===== config.mk =====
export PLATFORM = sky130hd
export DESIGN_NAME = bldc_commutator
export DESIGN_NICKNAME = d
export VERILOG_FILES = /design/src/rtl/bldc_comm_pkg.sv /design/src/rtl/bldc_phase_seq.sv /design/src/rtl/bldc_phase_decode.sv /design/src/rtl/bldc_leg_guard.sv /design/src/rtl/bldc_speed_out.sv /design/src/rtl/bldc_commutator.sv
export SDC_FILE = /design/constraint.sdc
export NUM_CORES = 1
export LEC_CHECK = 0
export CAP_MARGIN = 40
export CORE_MARGIN = 2
export CORE_UTILIZATION = 24
export CTS_CLUSTER_DIAMETER = 120
export DETAILED_ROUTE_END_ITERATION = 10
export PLACE_DENSITY = 0.38
export SLEW_MARGIN = 0
export SYNTH_ARGS = -nofsm -noshare
export SYNTH_HDL_FRONTEND = slang
export SYNTH_SLANG_ARGS = --single-unit

===== constraint.sdc =====
create_clock -name clk -period 4 [get_ports clk]
set_clock_uncertainty 0.15 [all_clocks]
set_input_delay 0.8 -clock clk [delete_from_list [all_inputs] [get_ports clk]]
set_output_delay 0.8 -clock clk [all_outputs]
set_load 0.03 [all_outputs]

===== src/rtl/bldc_comm_pkg.sv =====
package bldc_comm_pkg;
    localparam int unsigned NUM_LEGS   = 3;
    localparam int unsigned NUM_STATES = 6;

    typedef enum logic [1:0] {
        DRV_OFF = 2'd0,
        DRV_HI  = 2'd1,
        DRV_LO  = 2'd2
    } drv_e;

    typedef logic [2:0] phase_t;
endpackage


===== src/rtl/bldc_phase_seq.sv =====
module bldc_phase_seq
    import bldc_comm_pkg::*;
(
    input  logic   clk,
    input  logic   rst_n,
    input  logic   commute_i,
    input  logic   run_i,
    input  logic   brake_i,
    input  logic   dir_i,
    output phase_t phase_o,
    output phase_t phase_nxt_o,
    output logic   step_o
);
    localparam phase_t LAST = phase_t'(NUM_STATES - 1);

    typedef struct packed {
        phase_t phase;
    } seq_t;

    seq_t q, d;
    logic step;

    always_comb begin
        d    = q;
        step = commute_i & run_i & ~brake_i;
        if (step) begin
            if (!dir_i) begin
                d.phase = (q.phase == LAST) ? '0 : q.phase + 3'd1;
            end else begin
                d.phase = (q.phase == '0) ? LAST : q.phase - 3'd1;
            end
        end
    end

    always_ff @(posedge clk or negedge rst_n) begin
        if (!rst_n) begin
            q <= '0;
        end else begin
            q <= d;
        end
    end

    assign phase_o     = q.phase;
    assign phase_nxt_o = d.phase;
    assign step_o      = step;
endmodule


===== src/rtl/bldc_phase_decode.sv =====
module bldc_phase_decode
    import bldc_comm_pkg::*;
(
    input  phase_t phase_i,
    input  logic   run_i,
    input  logic   brake_i,
    input  logic   pwm_en_i,
    output drv_e   leg_o [NUM_LEGS]
);
    logic [1:0] hi_leg;
    logic [1:0] lo_leg;

    always_comb begin
        case (phase_i)
            3'd0:    begin hi_leg = 2'd0; lo_leg = 2'd2; end
            3'd1:    begin hi_leg = 2'd1; lo_leg = 2'd2; end
            3'd2:    begin hi_leg = 2'd1; lo_leg = 2'd0; end
            3'd3:    begin hi_leg = 2'd2; lo_leg = 2'd0; end
            3'd4:    begin hi_leg = 2'd2; lo_leg = 2'd1; end
            3'd5:    begin hi_leg = 2'd0; lo_leg = 2'd1; end
            default: begin hi_leg = 2'd0; lo_leg = 2'd2; end
        endcase
    end

    always_comb begin
        for (int l = 0; l < NUM_LEGS; l++) begin
            if (!run_i) begin
                leg_o[l] = DRV_OFF;
            end else if (brake_i) begin
                leg_o[l] = DRV_LO;
            end else if (2'(l) == hi_leg) begin
                leg_o[l] = pwm_en_i ? DRV_HI : DRV_OFF;
            end else if (2'(l) == lo_leg) begin
                leg_o[l] = DRV_LO;
            end else begin
                leg_o[l] = DRV_OFF;
            end
        end
    end
endmodule


===== src/rtl/bldc_leg_guard.sv =====
module bldc_leg_guard
    import bldc_comm_pkg::*;
#(
    parameter int unsigned DEAD_W = 8
) (
    input  logic              clk,
    input  logic              rst_n,
    input  drv_e              tgt_i,
    input  logic [DEAD_W-1:0] dead_i,
    output logic              gate_hi_n_o,
    output logic              gate_lo_o
);
    localparam logic [DEAD_W-1:0] CNT_MAX = '1;

    typedef struct packed {
        drv_e              app;
        drv_e              last;
        logic [DEAD_W-1:0] cnt;
    } leg_t;

    leg_t q, d;
    logic [DEAD_W:0] off_len;
    logic            may_turn_on;

    always_comb begin
        d           = q;
        off_len     = {1'b0, q.cnt} + {{DEAD_W{1'b0}}, 1'b1};
        may_turn_on = (q.last == DRV_OFF) || (q.last == tgt_i) ||
                      (off_len >= {1'b0, dead_i});
        if (q.app != DRV_OFF) begin
            if (tgt_i != q.app) begin
                d.app  = DRV_OFF;
                d.last = q.app;
                d.cnt  = '0;
            end
        end else if (tgt_i != DRV_OFF && may_turn_on) begin
            d.app = tgt_i;
        end else if (q.cnt != CNT_MAX) begin
            d.cnt = q.cnt + 1'b1;
        end
    end

    always_ff @(posedge clk or negedge rst_n) begin
        if (!rst_n) begin
            q <= '{app: DRV_OFF, last: DRV_OFF, cnt: '0};
        end else begin
            q <= d;
        end
    end

    assign gate_hi_n_o = (q.app != DRV_HI);
    assign gate_lo_o   = (q.app == DRV_LO);
endmodule


===== src/rtl/bldc_speed_out.sv =====
module bldc_speed_out
    import bldc_comm_pkg::*;
#(
    parameter int unsigned PER_W = 16
) (
    input  logic   clk,
    input  logic   rst_n,
    input  logic   step_i,
    input  phase_t phase_nxt_i,
    input  logic   sel_i,
    output logic   spd_o
);
    localparam logic [PER_W-1:0] PER_MAX = '1;
    localparam phase_t FG_SET = 3'd0;
    localparam phase_t FG_CLR = 3'd3;

    typedef struct packed {
        logic             fg;
        logic             tacho;
        logic [PER_W-1:0] per;
        logic [PER_W-1:0] half;
    } spd_t;

    spd_t q, d;

    always_comb begin
        d = q;
        if (step_i) begin
            d.tacho = 1'b0;
            d.half  = q.per >> 1;
            d.per   = {{(PER_W-1){1'b0}}, 1'b1};
            if (phase_nxt_i == FG_SET) begin
                d.fg = 1'b1;
            end else if (phase_nxt_i == FG_CLR) begin
                d.fg = 1'b0;
            end
        end else begin
            if (q.per != PER_MAX) begin
                d.per = q.per + 1'b1;
            end
            if (q.per >= q.half) begin
                d.tacho = 1'b1;
            end
        end
    end

    always_ff @(posedge clk or negedge rst_n) begin
        if (!rst_n) begin
            q <= '0;
        end else begin
            q <= d;
        end
    end

    assign spd_o = sel_i ? q.tacho : q.fg;
endmodule


===== src/rtl/bldc_commutator.sv =====
module bldc_commutator
    import bldc_comm_pkg::*;
#(
    parameter int unsigned DEAD_W   = 8,
    parameter int unsigned DEAD_RST = 20,
    parameter int unsigned PER_W    = 16
) (
    input  logic                clk,
    input  logic                rst_n,
    input  logic                commute_i,
    input  logic                run_i,
    input  logic                brake_i,
    input  logic                dir_i,
    input  logic                pwm_en_i,
    input  logic                spd_sel_i,
    input  logic                dead_we_i,
    input  logic [DEAD_W-1:0]   dead_val_i,
    output logic [NUM_LEGS-1:0] gate_hi_n_o,
    output logic [NUM_LEGS-1:0] gate_lo_o,
    output logic                spd_o
);
    localparam logic [DEAD_W-1:0] DEAD_INIT = DEAD_W'(DEAD_RST);

    typedef struct packed {
        logic [DEAD_W-1:0] dead;
    } cfg_t;

    cfg_t   q, d;
    phase_t phase_idx;
    phase_t phase_nxt;
    logic   step;
    drv_e   leg_tgt [NUM_LEGS];

    always_comb begin
        d = q;
        if (dead_we_i) begin
            d.dead = dead_val_i;
        end
    end

    always_ff @(posedge clk or negedge rst_n) begin
        if (!rst_n) begin
            q <= '{dead: DEAD_INIT};
        end else begin
            q <= d;
        end
    end

    bldc_phase_seq u_seq (
        .clk         (clk),
        .rst_n       (rst_n),
        .commute_i   (commute_i),
        .run_i       (run_i),
        .brake_i     (brake_i),
        .dir_i       (dir_i),
        .phase_o     (phase_idx),
        .phase_nxt_o (phase_nxt),
        .step_o      (step)
    );

    bldc_phase_decode u_dec (
        .phase_i  (phase_idx),
        .run_i    (run_i),
        .brake_i  (brake_i),
        .pwm_en_i (pwm_en_i),
        .leg_o    (leg_tgt)
    );

    for (genvar g = 0; g < NUM_LEGS; g++) begin : g_leg
        bldc_leg_guard #(.DEAD_W(DEAD_W)) u_guard (
            .clk         (clk),
            .rst_n       (rst_n),
            .tgt_i       (leg_tgt[g]),
            .dead_i      (q.dead),
            .gate_hi_n_o (gate_hi_n_o[g]),
            .gate_lo_o   (gate_lo_o[g])
        );
    end

    bldc_speed_out #(.PER_W(PER_W)) u_spd (
        .clk         (clk),
        .rst_n       (rst_n),
        .step_i      (step),
        .phase_nxt_i (phase_nxt),
        .sel_i       (spd_sel_i),
        .spd_o       (spd_o)
    );
endmodule


Yosys cells after proc, flatten, opt, wreduce, memory -nomap -nowiden
Cells that the tools add are included.
{ "totals": {"romBits": 0, "latch_bits": 0, "out_inout_bits": 7, "wordCells": 151, "memories": 0, "ff_bits": 80, "mem_bits_rw": 0, "in_bits": 17} }
{ "classes": {"muxes": 43, "order_cmp": 4, "eq_ne": 32, "addsub": 9, "bitwise": 3, "reduce_logical": 45, "multipliers": 0, "shifts": 0, "n_div": 0} }
{ "ops": {"columns": ["cell", "n"], "rows": [
  ["$mux 8", 9],
  ["$mux 12", 3],
  ["$mux 2", 18],
  ["$reduce_bool 2->1", 15],
  ["$add 8x1->9 const B", 3],
  ["$ge 9x8->1", 3],
  ["$add 8x1->8 const B", 3],
  ["$ne 8x8->1 const B", 3],
  ["$mux 17", 1],
  ["$add 16x1->16 const B", 1],
  ["$ge 16x15->1", 1],
  ["$mux 16", 1],
  ["$ne 16x16->1 const B", 1],
  ["$reduce_and 2->1", 7],
  ["$mux 3", 4],
  ["$ne 2x1->1 const B", 6],
  ["$logic_not 2->1", 5],
  ["$eq 3x2->1 const B", 3],
  ["$reduce_and 3->1", 3],
  ["$pmux 2 s2", 2],
  ["$reduce_or 2->1", 4],
  ["$eq 2x2->1", 3],
  ["$eq 2x2->1 const B", 3],
  ["$eq 3x3->1 const B", 2],
  ["other kinds (13)", 32]
]} }

Logic depth before layout (Yosys ltp)
{ "depth": {"ltp_word": 14, "depth_mapped": 13, "ltp_nobuf": 12} }

Hierarchy
Synthesis repeated with hierarchy kept, for this count alone.
{ "hier_totals": {"cells_unflattened": 608, "hier_area_um2": 5507.8} }
{ "modules_own_cells": {"columns": ["module", "cells_each", "n_inst", "area_each_um2", "seq_area_each_um2"], "rows": [
  ["bldc_leg_guard", 116, 3, 965.9, 300.3],
  ["bldc_speed_out", 205, 1, 1941.9, 825.8],
  ["bldc_commutator", 17, 1, 334.1, 202.7],
  ["bldc_phase_seq", 22, 1, 215.2, 75.1],
  ["bldc_phase_decode", 16, 1, 118.9, 0.0]
]} }

Worst setup path before layout
Ideal clock, no wire load.
{ "synth_timing": {"path_kind": "flip-flop to flip-flop", "from": "register g_leg[1].u_guard.q[0] (netlist name)", "to": "register g_leg[1].u_guard.q[6] (netlist name)", "stages_incl_launch_ff": 12, "period_less_slack_ns": 2.907, "setup_time_ns": 0.120, "n_path_buf": 0, "required_ns": 3.730, "t_arrival_ns": 2.637, "slack_ns": 1.093, "cell_sequence": "dfrtp_1 -> ha_1 -> nand3_1 -> or2_2 -> nand2_1 -> ha_1 -> o221ai_1 -> o21ai_0 -> a41oi_4 -> a31oi_4 -> or4_1 -> and3_1"} }
{ "synth_via": {"elab_chain_len": 6, "word_cells_on_any_way": 12, "cone_classes": "add/sub (2); order compare (1); eq/ne (2); mux (3); reduce/logical (4)"} }
{ "synth_rtl": {"columns": ["element", "line_no", "rtl"], "rows": [
  ["start, declared", "bldc_leg_guard.sv:21", "leg_t q, d;"],
  ["start signal, assigned", "bldc_leg_guard.sv:45", "q <= '{app: DRV_OFF, last: DRV_OFF, cnt: '0};"],
  ["$add 8x1->9", "bldc_leg_guard.sv:27", "off_len = {1'b0, q.cnt} + {{DEAD_W{1'b0}}, 1'b1};"],
  ["$ge 9x8->1", "bldc_leg_guard.sv:29", "(off_len >= {1'b0, dead_i});"],
  ["$logic_or 1x1->1", "bldc_leg_guard.sv:28", "may_turn_on = (q.last == DRV_OFF) || (q.last == tgt_i) ||"],
  ["$logic_and 1x1->1", "bldc_leg_guard.sv:36", "end else if (tgt_i != DRV_OFF && may_turn_on) begin"],
  ["$ne 2x1->1 (no source line)", null, null],
  ["$reduce_and 3->1 (no source line)", null, null]
]} }
Several ways; a longest one is shown, not always the timed one. The select of a mux whose other input is x is not followed.
A chain may end at the register's enable or synchronous reset.

Worst setup path in the final report
{ "layout_timing": {"from": "register g_leg[0].u_guard.q[0] (netlist name)", "to": "register g_leg[0].u_guard.q[5] (netlist name)"} }
{ "layout_via": {"elab_chain_len": 6, "word_cells_on_any_way": 12, "cone_classes": "add/sub (2); order compare (1); eq/ne (2); mux (3); reduce/logical (4)"} }
{ "layout_rtl": {"columns": ["element", "line_no"], "rows": [
  ["start, declared", "bldc_leg_guard.sv:21"],
  ["start signal, assigned", "bldc_leg_guard.sv:45"],
  ["$add 8x1->9", "bldc_leg_guard.sv:27"],
  ["$ge 9x8->1", "bldc_leg_guard.sv:29"],
  ["$logic_or 1x1->1", "bldc_leg_guard.sv:28"],
  ["$logic_and 1x1->1", "bldc_leg_guard.sv:36"],
  ["$ne 2x1->1 (no source line)", null],
  ["$reduce_and 3->1 (no source line)", null]
]} }
Several ways; a longest one is shown, not always the timed one. The select of a mux whose other input is x is not followed.

==> results.py <==
metrics = {
    "power": {
        "p_int_uw": 2141,
        "power.leakage_uw": 0.002721,
        "p_per_area_nw_per_um2": 596.5,
        "p_clk_frac": 0.247,
        "swShare": 0.4117,
        "seqPwrFrac": 0.344,
        "vdd_drop_max_uv": 214.8,
        "power.switching_uw": 1499,
        "pwr-share-comb": 0.409,
    },
    "critical_path": {
        "r2r-start": "g_leg[0].u_guard.q[0]",
        "crit_path_end_kind": "flip-flop",
        "reg2reg_depth": 12,
        "regToRegSetupSlack_ps": 660,
        "crit_path_max_fanout": 12,
        "crit_arrival_ps": 3440,
        "critical_path_class": "reg2reg",
        "worstReg2RegEnd": "g_leg[0].u_guard.q[5]",
        "cp-start-kind": "flip-flop",
        "cp.required_ps": 4100,
    },
    "timing": {
        "holdWs_ps": 236.8,
        "worst_slew_pin_slew_ps": 735.0,
        "period_minus_slack_ps": 3337,
        "slew_viol_final": 0,
        "fmax_mhz": 299.7,
        "fin_setup_tns_ps": 0,
        "worst_slack_ps": 663.2,
        "rsz0062_at_grt": "false",
        "setup_viol": 0,
        "finalCritPeriodShare": 0.8342,
        "max-slew-margin-rel": 0.5055,
        "hold_viol_final": 0,
    },
    "clocking": {
        "cts_tree": "done",
        "root_buffer": "clkbuf_16",
        "cts_made_buffers": 9,
        "cts.repair.resized": 0,
        "cts.hold.buffers_added": 0,
        "clock_path_buffers": 2,
        "insertion_delay_ps": 350,
        "postCtsSetupRepairBufs": 0,
        "ctsHtreeMaxLevel": 3,
        "cts_sinks": 80,
        "cts.clk_slew.worst_paths_ps": 70,
    },
    "global_routing": {
        "grt_usage": 0.1147,
        "grt_pass1_wl_um": 21530,
        "grt_pass1_vias": 4152,
        "grt-ovfl-total": 0,
        "antenna_found_initial": 0,
        "grt_max_degree": 49,
    },
    "synth": {
        "synth_edf_count": 0,
        "synth_cells": 601,
        "ys_seq_elements": 80,
        "synth.distinct_cells": 71,
        "netlist_top_cells_area": "dfrtp_1 37%, ha_1 10%, nand2_1 5.0%",
        "synth-async-reset-ratio": 1.000,
        "ys_warn_count": 0,
        "yosysTopAreaCellShare": 0.3680,
        "synth-main-ff-cell": "dfrtp_1",
        "avgSynthCellArea_um2": 8.825,
        "syn_area_um2": 5304,
        "synth_top_cell_by_area": "dfrtp_1",
        "synth_nets": 662,
        "ys_seq_area_frac": 0.3779,
    },
    "hold_path": {
        "holdCritPathClass": "in2async",
    },
    "detailed_routing": {
        "remaining_drc_errors": 0,
        "routed_wl_um": 12790,
        "vias_per_cell": 4.767,
        "postRouteAntennaNets": 0,
        "drt_pass1_iterations": 4,
        "via_count": 4271,
        "dr.first_iter.drc_count": 202,
        "wl_per_cell_um": 14.27,
    },
    "cells_and_area": {
        "layout_common_cells": "78 x dfrtp_1, 71 x nand2_1, 53 x o21ai_0",
        "regArea_um2": 2004,
        "fin_area_um2": 6102,
        "nFillCells": 2368,
        "area_growth_pct": 15.05,
        "antenna_cells": 0,
        "fin_nets": 672,
        "drive_gt1_frac": 0.06818,
        "multi_input_area_um2": 3003,
        "final_common_cell": "dfrtp_1",
    },
    "floorplan": {
        "fp-row-count": 54,
        "coreArea_um2": 21760,
        "start_util": 0.2438,
        "fp.dieW_um": 152.7,
        "die_h_um": 152.7,
        "io_pins": 24,
        "dieArea_um2": 23310,
    },
    "place": {
        "gp_congestion": 0.7658,
        "dpl.hpwl_um": 9400,
        "preCtsSetupSlack_ps": 530.7,
        "dpl_cell_area_um2": 5782,
        "portBuffers": 23,
    },
    "job": {
        "max_cap_viol_count": 0,
    },
    "outcome": {
        "status": "finished clean",
    },
}
==> kinds of logic (layout without fill, tap and decap cells) <==
group           count (synthesis)  count (layout)  synth area share
xor+xnor                       33              33           0.05591
fa+ha+maj                      44              44            0.1038
flops                          80              80            0.3779
compound gates                165             165            0.2069
mux                             2               2          0.004246
simple gates                  210             210            0.1953
buf+inv                        67              82           0.05591
==> worst max-delay path by stage <==
stage,start,end,slack [ps],depth (start not counted)
floorplan,g_leg[1].u_guard.q[0],g_leg[1].u_guard.q[6],1090,11
global placement,brake_i,g_leg[1].u_guard.q[5],580,8
detailed placement,brake_i,g_leg[1].u_guard.q[5],530,8
CTS,g_leg[0].u_guard.q[0],g_leg[0].u_guard.q[5],650,12
global route,g_leg[0].u_guard.q[0],g_leg[0].u_guard.q[3],390,12
finish,g_leg[0].u_guard.q[0],g_leg[0].u_guard.q[5],660,12
==> per-layer routing <==
metal	GRT usage	part of all wire	vias to the layer above
met1	0.1546	0.51	2049
met2	0.1807	0.44	60
met3	0.02588	0.030	15
met4	0.04056	0.018	0
met5	0	0	-
li1	-	-	2147
==> stage by stage <==
stage                     total power (µW)  std cells    util
after global placement                2747        878  0.2643
final                                 3640        896  0.2805
after global routing                  3974        896  0.2805
after detailed placement              2767        880  0.2658
after CTS                             3702        896  0.2805
after floorplan                       2384        601       -
==> flip-flops by register name, indices dropped and copies added (netlist names) <==
signal / flops
u_spd.q: 33
g_leg.u_guard.q: 36
q: 8
u_seq.phase_o: 3
==> final cells by class <==
cell class,instances,share of cell area
Multi-Input combinational cell,454,0.4921
Tap cell,280,0.05741
Clock buffer,9,0.03691
Timing Repair Buffer,28,0.04613
Inverter,38,0.02338
Clock inverter,7,0.01558
Sequential cell,80,0.3285
==> power groups by stage <==
stage | clock, µW | combinational [µW] | sequential [µW]
floorplan | 0 | 1230 | 1150
global placement | 0 | 1480 | 1270
detailed placement | 0 | 1500 | 1270
CTS | 941 | 1510 | 1250
global route | 972 | 1710 | 1300
finish | 898 | 1490 | 1250
==> worst max-delay path, stage by stage, from the launching register on <==
cell       delay [ps]
dfrtp_1           440
ha_1              260
nand3_1           160
nor2_1            200
nand2_1           130
xnor2_1           240
ha_1              300
a21o_1            170
a21oi_1           130
o2111ai_1         130
o22a_1            360
or2_1             350
o41ai_2           210
==> cells in the mapped netlist (4+ instances only) <==
master and instances:
and3_1 8, or2_2 5, xor2_1 17, o21ai_1 8, inv_1 38, a21oi_1 41, nand3_1 26, ha_1 44
nand4_1 9, clkbuf_1 14, o211ai_1 6, nor3b_1 4, buf_4 7, and2_1 4, nand2_1 71, xnor2_1 15
nor3_1 8, nand2b_1 9, nand3b_1 4, o21ai_0 53, a21o_1 7, nor2_1 43, dfrtp_1 78, o31ai_1 5
a22o_1 7, nor2b_1 5
Note: power is estimated with default switching activity, not from simulation.
